**src/rtl/tdmrx_pkg.sv**
```systemverilog
package tdmrx_pkg;
  localparam int unsigned NUM_CH = 4;
  localparam int unsigned WORD_W = 24;
  localparam int unsigned OUT_W  = 32;

  typedef enum logic [1:0] {
    ST_IDLE  = 2'd0,
    ST_ARMED = 2'd1,
    ST_RECV  = 2'd2,
    ST_WAIT  = 2'd3
  } rx_state_e;
endpackage

```
**src/rtl/tdmrx_pin_sync.sv**
```systemverilog
module tdmrx_pin_sync #(
  parameter int unsigned WIDTH  = 3,
  parameter int unsigned STAGES = 2
) (
  input  logic             clk,
  input  logic             rst_n,
  input  logic [WIDTH-1:0] din,
  output logic [WIDTH-1:0] dout
);
  for (genvar g = 0; g < WIDTH; g++) begin : g_pin
    logic [STAGES-1:0] chain_q;
    always_ff @(posedge clk or negedge rst_n) begin
      if (!rst_n) chain_q <= '0;
      else if (STAGES > 1) chain_q <= {chain_q[STAGES-2:0], din[g]};
      else chain_q <= din[g];
    end
    assign dout[g] = chain_q[STAGES-1];
  end
endmodule

```
**src/rtl/tdmrx_framer.sv**
```systemverilog
module tdmrx_framer
  import tdmrx_pkg::*;
#(
  parameter int unsigned CHANNELS = NUM_CH,
  parameter int unsigned BITS     = WORD_W
) (
  input  logic                        clk,
  input  logic                        rst_n,
  input  logic                        en,
  input  logic                        sclk_s,
  input  logic                        data_s,
  input  logic                        fs_s,
  output logic                        word_done,
  output logic [BITS-1:0]             word_data,
  output logic [$clog2(CHANNELS)-1:0] word_chan,
  output logic                        sync_err
);
  localparam int unsigned CW  = $clog2(CHANNELS);
  localparam int unsigned BCW = $clog2(BITS);
  localparam logic [BCW-1:0] LAST_BIT = BCW'(BITS - 1);
  localparam logic [CW-1:0]  LAST_CH  = CW'(CHANNELS - 1);

  rx_state_e      state_q, state_n;
  logic [BCW-1:0] bcnt_q, bcnt_n;
  logic [CW-1:0]  chan_q, chan_n;
  logic [BITS-1:0] shr_q, shr_n;
  logic           sclk_prev_q, fs_prev_q, fs_prev_n;
  logic           done_n, serr_n;
  logic [BITS-1:0] wdata_n;
  logic [CW-1:0]  wchan_n;
  logic           samp, fs_rise;
  logic [BITS-1:0] shifted;

  assign samp    = sclk_s & ~sclk_prev_q;
  assign fs_rise = samp & fs_s & ~fs_prev_q;
  assign shifted = {shr_q[BITS-2:0], data_s};

  always_comb begin
    state_n   = state_q;
    bcnt_n    = bcnt_q;
    chan_n    = chan_q;
    shr_n     = shr_q;
    fs_prev_n = samp ? fs_s : fs_prev_q;
    done_n    = 1'b0;
    serr_n    = 1'b0;
    wdata_n   = word_data;
    wchan_n   = word_chan;
    if (!en) begin
      state_n = ST_IDLE;
    end else begin
      unique case (state_q)
        ST_IDLE: state_n = ST_ARMED;
        ST_ARMED, ST_WAIT: begin
          if (fs_rise) begin
            state_n = ST_RECV;
            shr_n   = {{(BITS-1){1'b0}}, data_s};
            bcnt_n  = BCW'(1);
            chan_n  = '0;
          end
        end
        ST_RECV: begin
          if (fs_rise) begin
            serr_n = 1'b1;
            shr_n  = {{(BITS-1){1'b0}}, data_s};
            bcnt_n = BCW'(1);
            chan_n = '0;
          end else if (samp) begin
            shr_n = shifted;
            if (bcnt_q == LAST_BIT) begin
              done_n  = 1'b1;
              wdata_n = shifted;
              wchan_n = chan_q;
              bcnt_n  = '0;
              if (chan_q == LAST_CH) state_n = ST_WAIT;
              else chan_n = chan_q + CW'(1);
            end else begin
              bcnt_n = bcnt_q + BCW'(1);
            end
          end
        end
        default: state_n = ST_IDLE;
      endcase
    end
  end

  always_ff @(posedge clk or negedge rst_n) begin
    if (!rst_n) begin
      state_q     <= ST_IDLE;
      bcnt_q      <= '0;
      chan_q      <= '0;
      shr_q       <= '0;
      sclk_prev_q <= 1'b0;
      fs_prev_q   <= 1'b0;
      word_done   <= 1'b0;
      word_data   <= '0;
      word_chan   <= '0;
      sync_err    <= 1'b0;
    end else begin
      state_q     <= state_n;
      bcnt_q      <= bcnt_n;
      chan_q      <= chan_n;
      shr_q       <= shr_n;
      sclk_prev_q <= sclk_s;
      fs_prev_q   <= fs_prev_n;
      word_done   <= done_n;
      word_data   <= wdata_n;
      word_chan   <= wchan_n;
      sync_err    <= serr_n;
    end
  end

  // disable forces the idle state on the following edge
  p_idle_on_disable_r8: assert property (@(posedge clk) disable iff (!rst_n)
    !en |=> state_q == ST_IDLE);
  // an armed receiver never completes a word on the next cycle
  p_armed_silent_r3: assert property (@(posedge clk) disable iff (!rst_n)
    state_q == ST_ARMED |=> !word_done);
  // the error flag lasts a single cycle
  p_serr_pulse_r6: assert property (@(posedge clk) disable iff (!rst_n)
    sync_err |=> !sync_err);
  // the last word of a frame leaves the receiver waiting for a marker
  p_wait_after_last_r5: assert property (@(posedge clk) disable iff (!rst_n)
    (word_done && word_chan == LAST_CH) |-> state_q == ST_WAIT);
endmodule

```
**src/rtl/tdmrx_out_hold.sv**
```systemverilog
module tdmrx_out_hold #(
  parameter int unsigned BITS = 24,
  parameter int unsigned OUTW = 32,
  parameter int unsigned CW   = 2
) (
  input  logic            clk,
  input  logic            rst_n,
  input  logic            en,
  input  logic            word_in,
  input  logic [BITS-1:0] data_in,
  input  logic [CW-1:0]   chan_in,
  input  logic            ready,
  output logic            valid,
  output logic [OUTW-1:0] data,
  output logic [CW-1:0]   chan,
  output logic            ovf
);
  logic            valid_n, ovf_n;
  logic [OUTW-1:0] data_n;
  logic [CW-1:0]   chan_n;
  logic            busy;

  assign busy = valid & ~ready;

  always_comb begin
    valid_n = valid;
    ovf_n   = ovf;
    data_n  = data;
    chan_n  = chan;
    if (!en) begin
      valid_n = 1'b0;
      ovf_n   = 1'b0;
    end else begin
      if (valid && ready) valid_n = 1'b0;
      if (word_in) begin
        if (busy) begin
          ovf_n = 1'b1;
        end else begin
          valid_n = 1'b1;
          data_n  = {{(OUTW-BITS){1'b0}}, data_in};
          chan_n  = chan_in;
        end
      end
    end
  end

  always_ff @(posedge clk or negedge rst_n) begin
    if (!rst_n) begin
      valid <= 1'b0;
      ovf   <= 1'b0;
      data  <= '0;
      chan  <= '0;
    end else begin
      valid <= valid_n;
      ovf   <= ovf_n;
      if (valid_n && !busy) begin
        data <= data_n;
        chan <= chan_n;
      end
    end
  end

  // a stalled word stays put
  p_hold_stable_r9: assert property (@(posedge clk) disable iff (!rst_n)
    (valid && !ready && en) |=> (valid && $stable(data) && $stable(chan)));
  // overflow is sticky while enabled
  p_overflow_sticky_r10: assert property (@(posedge clk) disable iff (!rst_n)
    (ovf && en) |=> ovf);
  // the pad bits above the word are zero
  p_upper_zero_r4: assert property (@(posedge clk) disable iff (!rst_n)
    valid |-> data[OUTW-1:BITS] == '0);
endmodule

```
**src/rtl/tdm_frame_rx.sv**
```systemverilog
module tdm_frame_rx
  import tdmrx_pkg::*;
#(
  parameter int unsigned CHANNELS    = NUM_CH,
  parameter int unsigned BITS        = WORD_W,
  parameter int unsigned OUTW        = OUT_W,
  parameter int unsigned SYNC_STAGES = 2
) (
  input  logic                        clk,
  input  logic                        rst_n,
  input  logic                        enable,
  input  logic                        ser_clk,
  input  logic                        ser_data,
  input  logic                        ser_fsync,
  input  logic                        out_ready,
  output logic                        out_valid,
  output logic [OUTW-1:0]             out_data,
  output logic [$clog2(CHANNELS)-1:0] out_chan,
  output logic                        out_first,
  output logic                        overflow,
  output logic                        sync_error
);
  localparam int unsigned CW = $clog2(CHANNELS);

  logic [2:0]      pins_s;
  logic            word_done;
  logic [BITS-1:0] word_data;
  logic [CW-1:0]   word_chan;

  tdmrx_pin_sync #(.WIDTH(3), .STAGES(SYNC_STAGES)) u_sync (
    .clk  (clk),
    .rst_n(rst_n),
    .din  ({ser_fsync, ser_data, ser_clk}),
    .dout (pins_s)
  );

  tdmrx_framer #(.CHANNELS(CHANNELS), .BITS(BITS)) u_framer (
    .clk      (clk),
    .rst_n    (rst_n),
    .en       (enable),
    .sclk_s   (pins_s[0]),
    .data_s   (pins_s[1]),
    .fs_s     (pins_s[2]),
    .word_done(word_done),
    .word_data(word_data),
    .word_chan(word_chan),
    .sync_err (sync_error)
  );

  tdmrx_out_hold #(.BITS(BITS), .OUTW(OUTW), .CW(CW)) u_out (
    .clk    (clk),
    .rst_n  (rst_n),
    .en     (enable),
    .word_in(word_done),
    .data_in(word_data),
    .chan_in(word_chan),
    .ready  (out_ready),
    .valid  (out_valid),
    .data   (out_data),
    .chan   (out_chan),
    .ovf    (overflow)
  );

  assign out_first = (out_chan == '0);
endmodule

```
**config.mk**
```make
export PLATFORM = sky130hd
export DESIGN_NAME = tdm_frame_rx
export DESIGN_NICKNAME = d
export VERILOG_FILES = /design/src/rtl/tdmrx_pkg.sv /design/src/rtl/tdmrx_pin_sync.sv /design/src/rtl/tdmrx_framer.sv /design/src/rtl/tdmrx_out_hold.sv /design/src/rtl/tdm_frame_rx.sv
export SDC_FILE = /design/constraint.sdc
export NUM_CORES = 1
export LEC_CHECK = 0
export BUFFER_PORTS_ARGS = -buffer_cell sky130_fd_sc_hd__buf_4
export CAP_MARGIN = 15
export CORE_ASPECT_RATIO = 0.9
export CORE_MARGIN = 4
export CORE_UTILIZATION = 55
export DETAILED_ROUTE_END_ITERATION = 8
export PLACE_DENSITY = 0.8
export SYNTH_ARGS = -nofsm -noshare
export SYNTH_HDL_FRONTEND = slang
export SYNTH_HIERARCHICAL = 1
export SYNTH_SLANG_ARGS = --single-unit
export TNS_END_PERCENT = 1
```
**constraint.sdc**
```tcl
create_clock -name clk -period 4.13 [get_ports clk]
set_input_delay 0.413 -clock clk [delete_from_list [all_inputs] [get_ports clk]]
set_output_delay 0.413 -clock clk [all_outputs]
set_load 0.01 [all_outputs]
```
# Word-level counts from Yosys, hierarchy flattened
# Index checks and enable logic that the tools add are counted.
# word_totals
reg_bits,96
inputBits,7
out_inout_bits,38
wordCells,94
# op_classes
bitwise,9
n_reduce_logical,13
mux,37
n_eq_ne,16
n_addsub,2
# op_table
op,n
2-to-1 mux 23 bit,3
one-hot mux 23 bit (2 select lines),1
2-to-1 mux 2 bit,11
2-to-1 mux 5 bit,4
2-to-1 mux 1 bit,15
"inequality test 3 x 2 -> 1 bit, second input constant",5
one-hot mux 5 bit (2 select lines),1
AND reduction 5 bit,2
AND reduction 4 bit,2
"equality test 2 bit, second input constant",3
"inequality test 2 x 1 -> 1 bit, second input constant",3
"inequality test 3 x 1 -> 1 bit, second input constant",2
one-hot mux 2 bit (3 select lines),1
AND reduction 6 bit,1
"adder 5 x 1 -> 5 bit, second input constant",1
"equality test 5 bit, second input constant",1
NOT 1 bit,5
bitwise AND 1 bit,4
logical NOT 2 bit,2
one-hot mux 2 bit (2 select lines),1
"inequality test 3 bit, second input constant",1
"adder 2 x 1 -> 2 bit, second input constant",1
"equality test 2 x 1 -> 1 bit, second input constant",1
logical AND 1 bit,2
4 further kinds,4

# Depth between registers and ports, before layout
# logic_depth
word_depth,7
depth_mapped,7
ltp_nobuf,5

# By module
# The synthesis kept the hierarchy.
# modules_own_cells
module,instances,area_each_um2,seq_area_each_um2,cells_each
tdmrx_framer,1,2565.0,1551.5,214
tdmrx_out_hold,1,1231.2,700.7,71
tdmrx_pin_sync,1,172.7,150.1,9
tdm_frame_rx,1,3.8,0.0,1

# Least setup slack after synthesis
# No wires, ideal clock.
# synth_path
kind,reg-to-reg
from,register u_framer.bcnt_q[0]
to,register u_framer.word_data[10]
required_time_ns,4.005
setup_slack_ns,2.387
n_path_buf,2
setup_time_ns,0.125
arrival_ns,1.618
period_less_slack_ns,1.743
stages_incl_launch_ff,7
cell_sequence,dfrtp_1 > ha_1 > and4b_1 > and4_4 > buf_6 > buf_12 > mux2_4
# synth_via
elab_chain_cells,2
# synth_rtl
item,line,rtl
start: declaration,tdmrx_framer.sv:24,"logic [BCW-1:0] bcnt_q, bcnt_n;"
start signal: assignment,tdmrx_framer.sv:100,bcnt_q <= bcnt_n;
equality test 5 bit,tdmrx_framer.sv:69,if (bcnt_q == LAST_BIT) begin
AND reduction 5 bit (no line),--,
end signal: assignment,tdmrx_framer.sv:106,word_data <= wdata_n;
end: declaration,tdmrx_framer.sv:14,"output logic [BITS-1:0] word_data,"
# Every way passes these cells.
# A chain may end at the register's enable or synchronous reset.

# Worst setup path in the final report
# layout_path
from,register u_framer.bcnt_q[0]
to,register u_framer.word_data[0]
# The elaborated chain is that of the path after synthesis.

==> impl.org <==
** Status
- The flow ran to the end, and the final reports show no timing, DRC or antenna violations.

** Pwr
- Power density over cell area :: ~380 mW/mm^2
- The design draws 1.68 mW.
- Sequential power share :: between 50% and 60%
- Clock power frac :: 39.1%
- Power dissipated by switching net loads :: 365 uW
- The share of total power dissipated in combinational logic is 3.2%.
- Largest vdd supply drop :: 0.214 mV
- Net switching is between 20% and 30% of the power.
- Internal power comes to around 1.3 mW.
- The analysis attributes to cell leakage a power of 2.12 nW.

** Logic synthesis
- Cell types occupying the most area after synthesis :: sky130_fd_sc_hd__dfrtp_1 60%, sky130_fd_sc_hd__mux2_4 11%, sky130_fd_sc_hd__mux2_2 6.8%
- Number of warnings printed during yosys synthesis :: 6
- Proportion of register bits with asynchronous set or reset after synthesis :: 100%
- Number of distinct library cells after synthesis :: 38
- Among all flip-flop cells after synthesis, the most frequent one is sky130_fd_sc_hd__dfrtp_1.
- Average cell area after synthesis :: 13.5 sq um
- After synthesis the cells add up to approximately 0.0040 sq mm.
- EDFF count, synth :: 0
- In this run, synthesis produced a sequential element count of 96.
- Share of Yosys cell area claimed by the top area cell type :: around three fifths
- Summing the sequential cell areas from Yosys gives between 60 and 70% of the chip area.
- sky130_fd_sc_hd__dfrtp_1 takes more of the synthesized area than any other cell.
- Synthesized instance count :: just under 300

** Cells and area
- Antenna fix cells :: 0
- Compared with the post-synthesis result, the final layout area differs by 11.2%.
- Of the cells placed in the final design, the portion with a size suffix greater than 1 is between 30% and 40%.
- Final standard cell area without fillers :: 0.00442 sq mm
- Multi-input gate area in the final layout :: between 0.001 and 0.0015 sq mm
- Registers take ~0.0024 sq mm.
- The filler cells instantiated in the layout total between 500 and 600.
- Layout net count :: 335

** Place
- Global placer's final weighted congestion :: around 0.77
- Estimated wirelength of the detail-placed design :: about 3800 um
- The placed instances occupy a cell area of approximately 0.0042 sq mm.
- During placement, the flow inserted port buffers numbering 36.

** Floorplan
- Die height :: approximately 89 um
- The core region is around 0.0070 sq mm.
- The die is around 98 um wide.
- The initialized floorplan defines 29 standard-cell rows.
- Die outline area :: roughly 0.0086 sq mm
- Effective utilization at floorplan :: 56.4%
- For this design the top-level I/O count stands at 45.

** Routing
- Wire per inst :: about 14 um
- Number of violations reported at the end of detailed-routing iteration 0 :: about 130
- Across all layers, the routed design uses 2206 vias.
- Met2 Wirelength :: between 2000 and 3000 um
- In the final routing, the length of wire on met1 measures approximately 2800 um.
- Residual antenna-violating net count after detailed routing :: 0
- Wires add up to 5910 um.
- The highest layer touched by signal routing is met4.
- In the routed design, unresolved DRC markers number 0.
- Before antenna repair, the detailed router went through 4 iterations.
- Ratio of routed vias to standard cells :: ~5.2
- The routed design uses roughly 280 um of met3 wire.

** STA
- Period utilization :: just under 50%
- Across the routed clock network, the largest skew measured is about 0.014 ns.
- Setup repair after global routing missed its margin :: no
- Final slew viol count :: 0
- Based on the critical path, the design can be clocked at up to roughly 0.50 GHz.
- Measured against its own limit, the worst slew margin works out to between 20% and 30%.
- Time the worst path needs with I/O delays and setup :: between 1.5 and 2 ns
- The final-report hold violation count is 0.
- In the final timing run, aggregate negative setup slack is 0 ns.
- Setup violations remaining at the end of the flow were counted as 0.
- Slew at the pin closest to its max-slew limit :: approximately 1.0 ns

** Global route
- The initial antenna violation count is 0.
- The number of global-route vias before repair is ~2200.
- Entering global routing, the biggest net connects 58 pins.
- Global routing finished with a remaining overflow of 0.
- The first global-routing pass estimated between 10000 and 15000 um of wire.
- GRT Total Usage :: ~15%

** Clock network
- Clock-pin slew was measured on the worst setup and hold paths at roughly 0.090 ns.
- Post-CTS setup buffers :: 0
- Number of gates given a new drive strength after cts :: 0
- CTS H-Tree Depth :: 3
- Largest buffer count on any clock path :: 2
- Total clock buffers created by CTS :: 9
- Root buffer selected by CTS :: sky130_fd_sc_hd__clkbuf_8
- TritonCTS built the clock tree.
- In this run, post-CTS hold repair placed 0 buffers.
- The tree built by TritonCTS fans out to 96 sinks.
- For the worst-skew pair, the clock arrives at the later sink with an insertion delay of approximately 0.36 ns.

** Critical path
- Maximum net fanout on the critical path :: 29
- At the worst endpoint, the required time is approximately 4.4 ns.
- Critical path class :: flip-flop to flip-flop
- Data arrival time of the critical path :: around 2.2 ns
- STA classifies the critical path endpoint as a flip-flop.
- CP startpoint kind :: flip-flop

** Worst hold path
- The path class of the tightest hold or removal check is input port to async pin.

** Flow run
- Max capacitance violation total :: 0
## per-stage QoR
stage          setup slack [ns]  hold WS, ns  cells  util (%)
2_1_floorplan              2.39        0.117    302         -
3_3_place_gp               2.19        0.332    408      59.7
3_5_place_dp               2.13        0.335    408      59.7
4_1_cts                    2.12        0.102    424      62.8
5_1_grt                    1.96        0.132    424      62.8
6_report                   2.14       0.0945    424      62.8
## power groups by stage
stage / Sequential [mW] / Combinational, mW / Clock [mW]
6_report: 0.971 / 0.0539 / 0.658
5_1_grt: 0.975 / 0.0630 / 0.719
2_1_floorplan: 0.985 / 0.0356 / 0
3_3_place_gp: 0.988 / 0.0532 / 0
4_1_cts: 0.971 / 0.0555 / 0.681
3_5_place_dp: 0.989 / 0.0560 / 0
## critical path, stage by stage (launching register included)
cell                      delay, ns
sky130_fd_sc_hd__dfrtp_1       0.39
sky130_fd_sc_hd__ha_1          0.23
sky130_fd_sc_hd__and4b_1       0.30
sky130_fd_sc_hd__and4_4        0.55
sky130_fd_sc_hd__mux2_2        0.40
## final cells by class
class                   count  area share, %
clock buffers              10           2.89
multi-input cells         178           31.4
well taps                  93           2.63
repair buffers             37           6.29
clock inverters             6           2.07
inverters                   4          0.340
flip-flops and latches     96           54.4
## kinds of logic (layout without fill, tap and decap cells)
logic type	after synthesis	after routing	share of synthesized area [%]
compound gates	39	39	5.48
fa+ha+maj	2	2	0.630
buf+inv	28	57	5.45
flops	96	96	60.5
mux	54	54	18.1
other cells	1	8	0.0944
simple gates	75	75	9.73
## registers in the layout, indices dropped and copies added (netlist names), 5 cells and up
register	count
u_out/data	24
u_framer/bcnt_q	5
u_framer/shr_q	23
u_sync/g_pin.chain_q	6
u_framer/word_data	24
## final timing paths
path,startpoint,to,slack (ns),cells after the start
setup / recovery,u_framer/bcnt_q[0],u_framer/word_data[0],2.14,4
hold / removal,rst_n,u_framer/word_data[7],0.09,1
setup reg to reg,u_framer/bcnt_q[0],u_framer/word_data[0],2.14,4
hold reg to reg,u_sync/g_pin[1].chain_q[0],u_sync/g_pin[1].chain_q[1],0.35,0
max in group asynchronous,rst_n,u_framer/word_data[19],3.07,2
min in group clk,ser_data,u_sync/g_pin[1].chain_q[0],0.17,1
## placed cells by master, fill, tap and decap left out, drive strengths merged, types with 4 or more instances in the layout
| master | Yosys | routed |
|---|---|---|
| clkbuf | 5 | 10 |
| conb | 1 | 8 |
| dfrtp | 96 | 96 |
| a21oi | 4 | 4 |
| inv | 4 | 5 |
| mux2 | 54 | 54 |
| o21ai | 29 | 29 |
| buf | 19 | 37 |
| nor2 | 5 | 5 |
| nand2 | 51 | 51 |
## cells in the mapped netlist (2+ instances only)
cell type                  number
sky130_fd_sc_hd__o21a_1         2
sky130_fd_sc_hd__buf_12         3
sky130_fd_sc_hd__nand3_1        2
sky130_fd_sc_hd__buf_4         12
sky130_fd_sc_hd__mux2_2        24
sky130_fd_sc_hd__and3b_1        2
sky130_fd_sc_hd__nand4_1        2
sky130_fd_sc_hd__nand2b_1       2
sky130_fd_sc_hd__or4_1          2
sky130_fd_sc_hd__a21o_1         2
sky130_fd_sc_hd__ha_1           2
sky130_fd_sc_hd__mux2_4        30
sky130_fd_sc_hd__o21ai_0       24
sky130_fd_sc_hd__buf_2          2
sky130_fd_sc_hd__nand2_1       50
sky130_fd_sc_hd__dfrtp_1       96
sky130_fd_sc_hd__clkbuf_1       5
sky130_fd_sc_hd__nor2_1         3
sky130_fd_sc_hd__buf_6          2
sky130_fd_sc_hd__a21oi_1        4
sky130_fd_sc_hd__inv_1          4
sky130_fd_sc_hd__o21ai_1        4
## metal layers
layer / up-vias / GRT usage [%]
met5: - / 0
met4: 0 / 5.03
met3: 8 / 4.33
met2: 51 / 23.9
met1: 1097 / 20.9
li1: 1050 / -
Power figures use the tool's default switching activity.
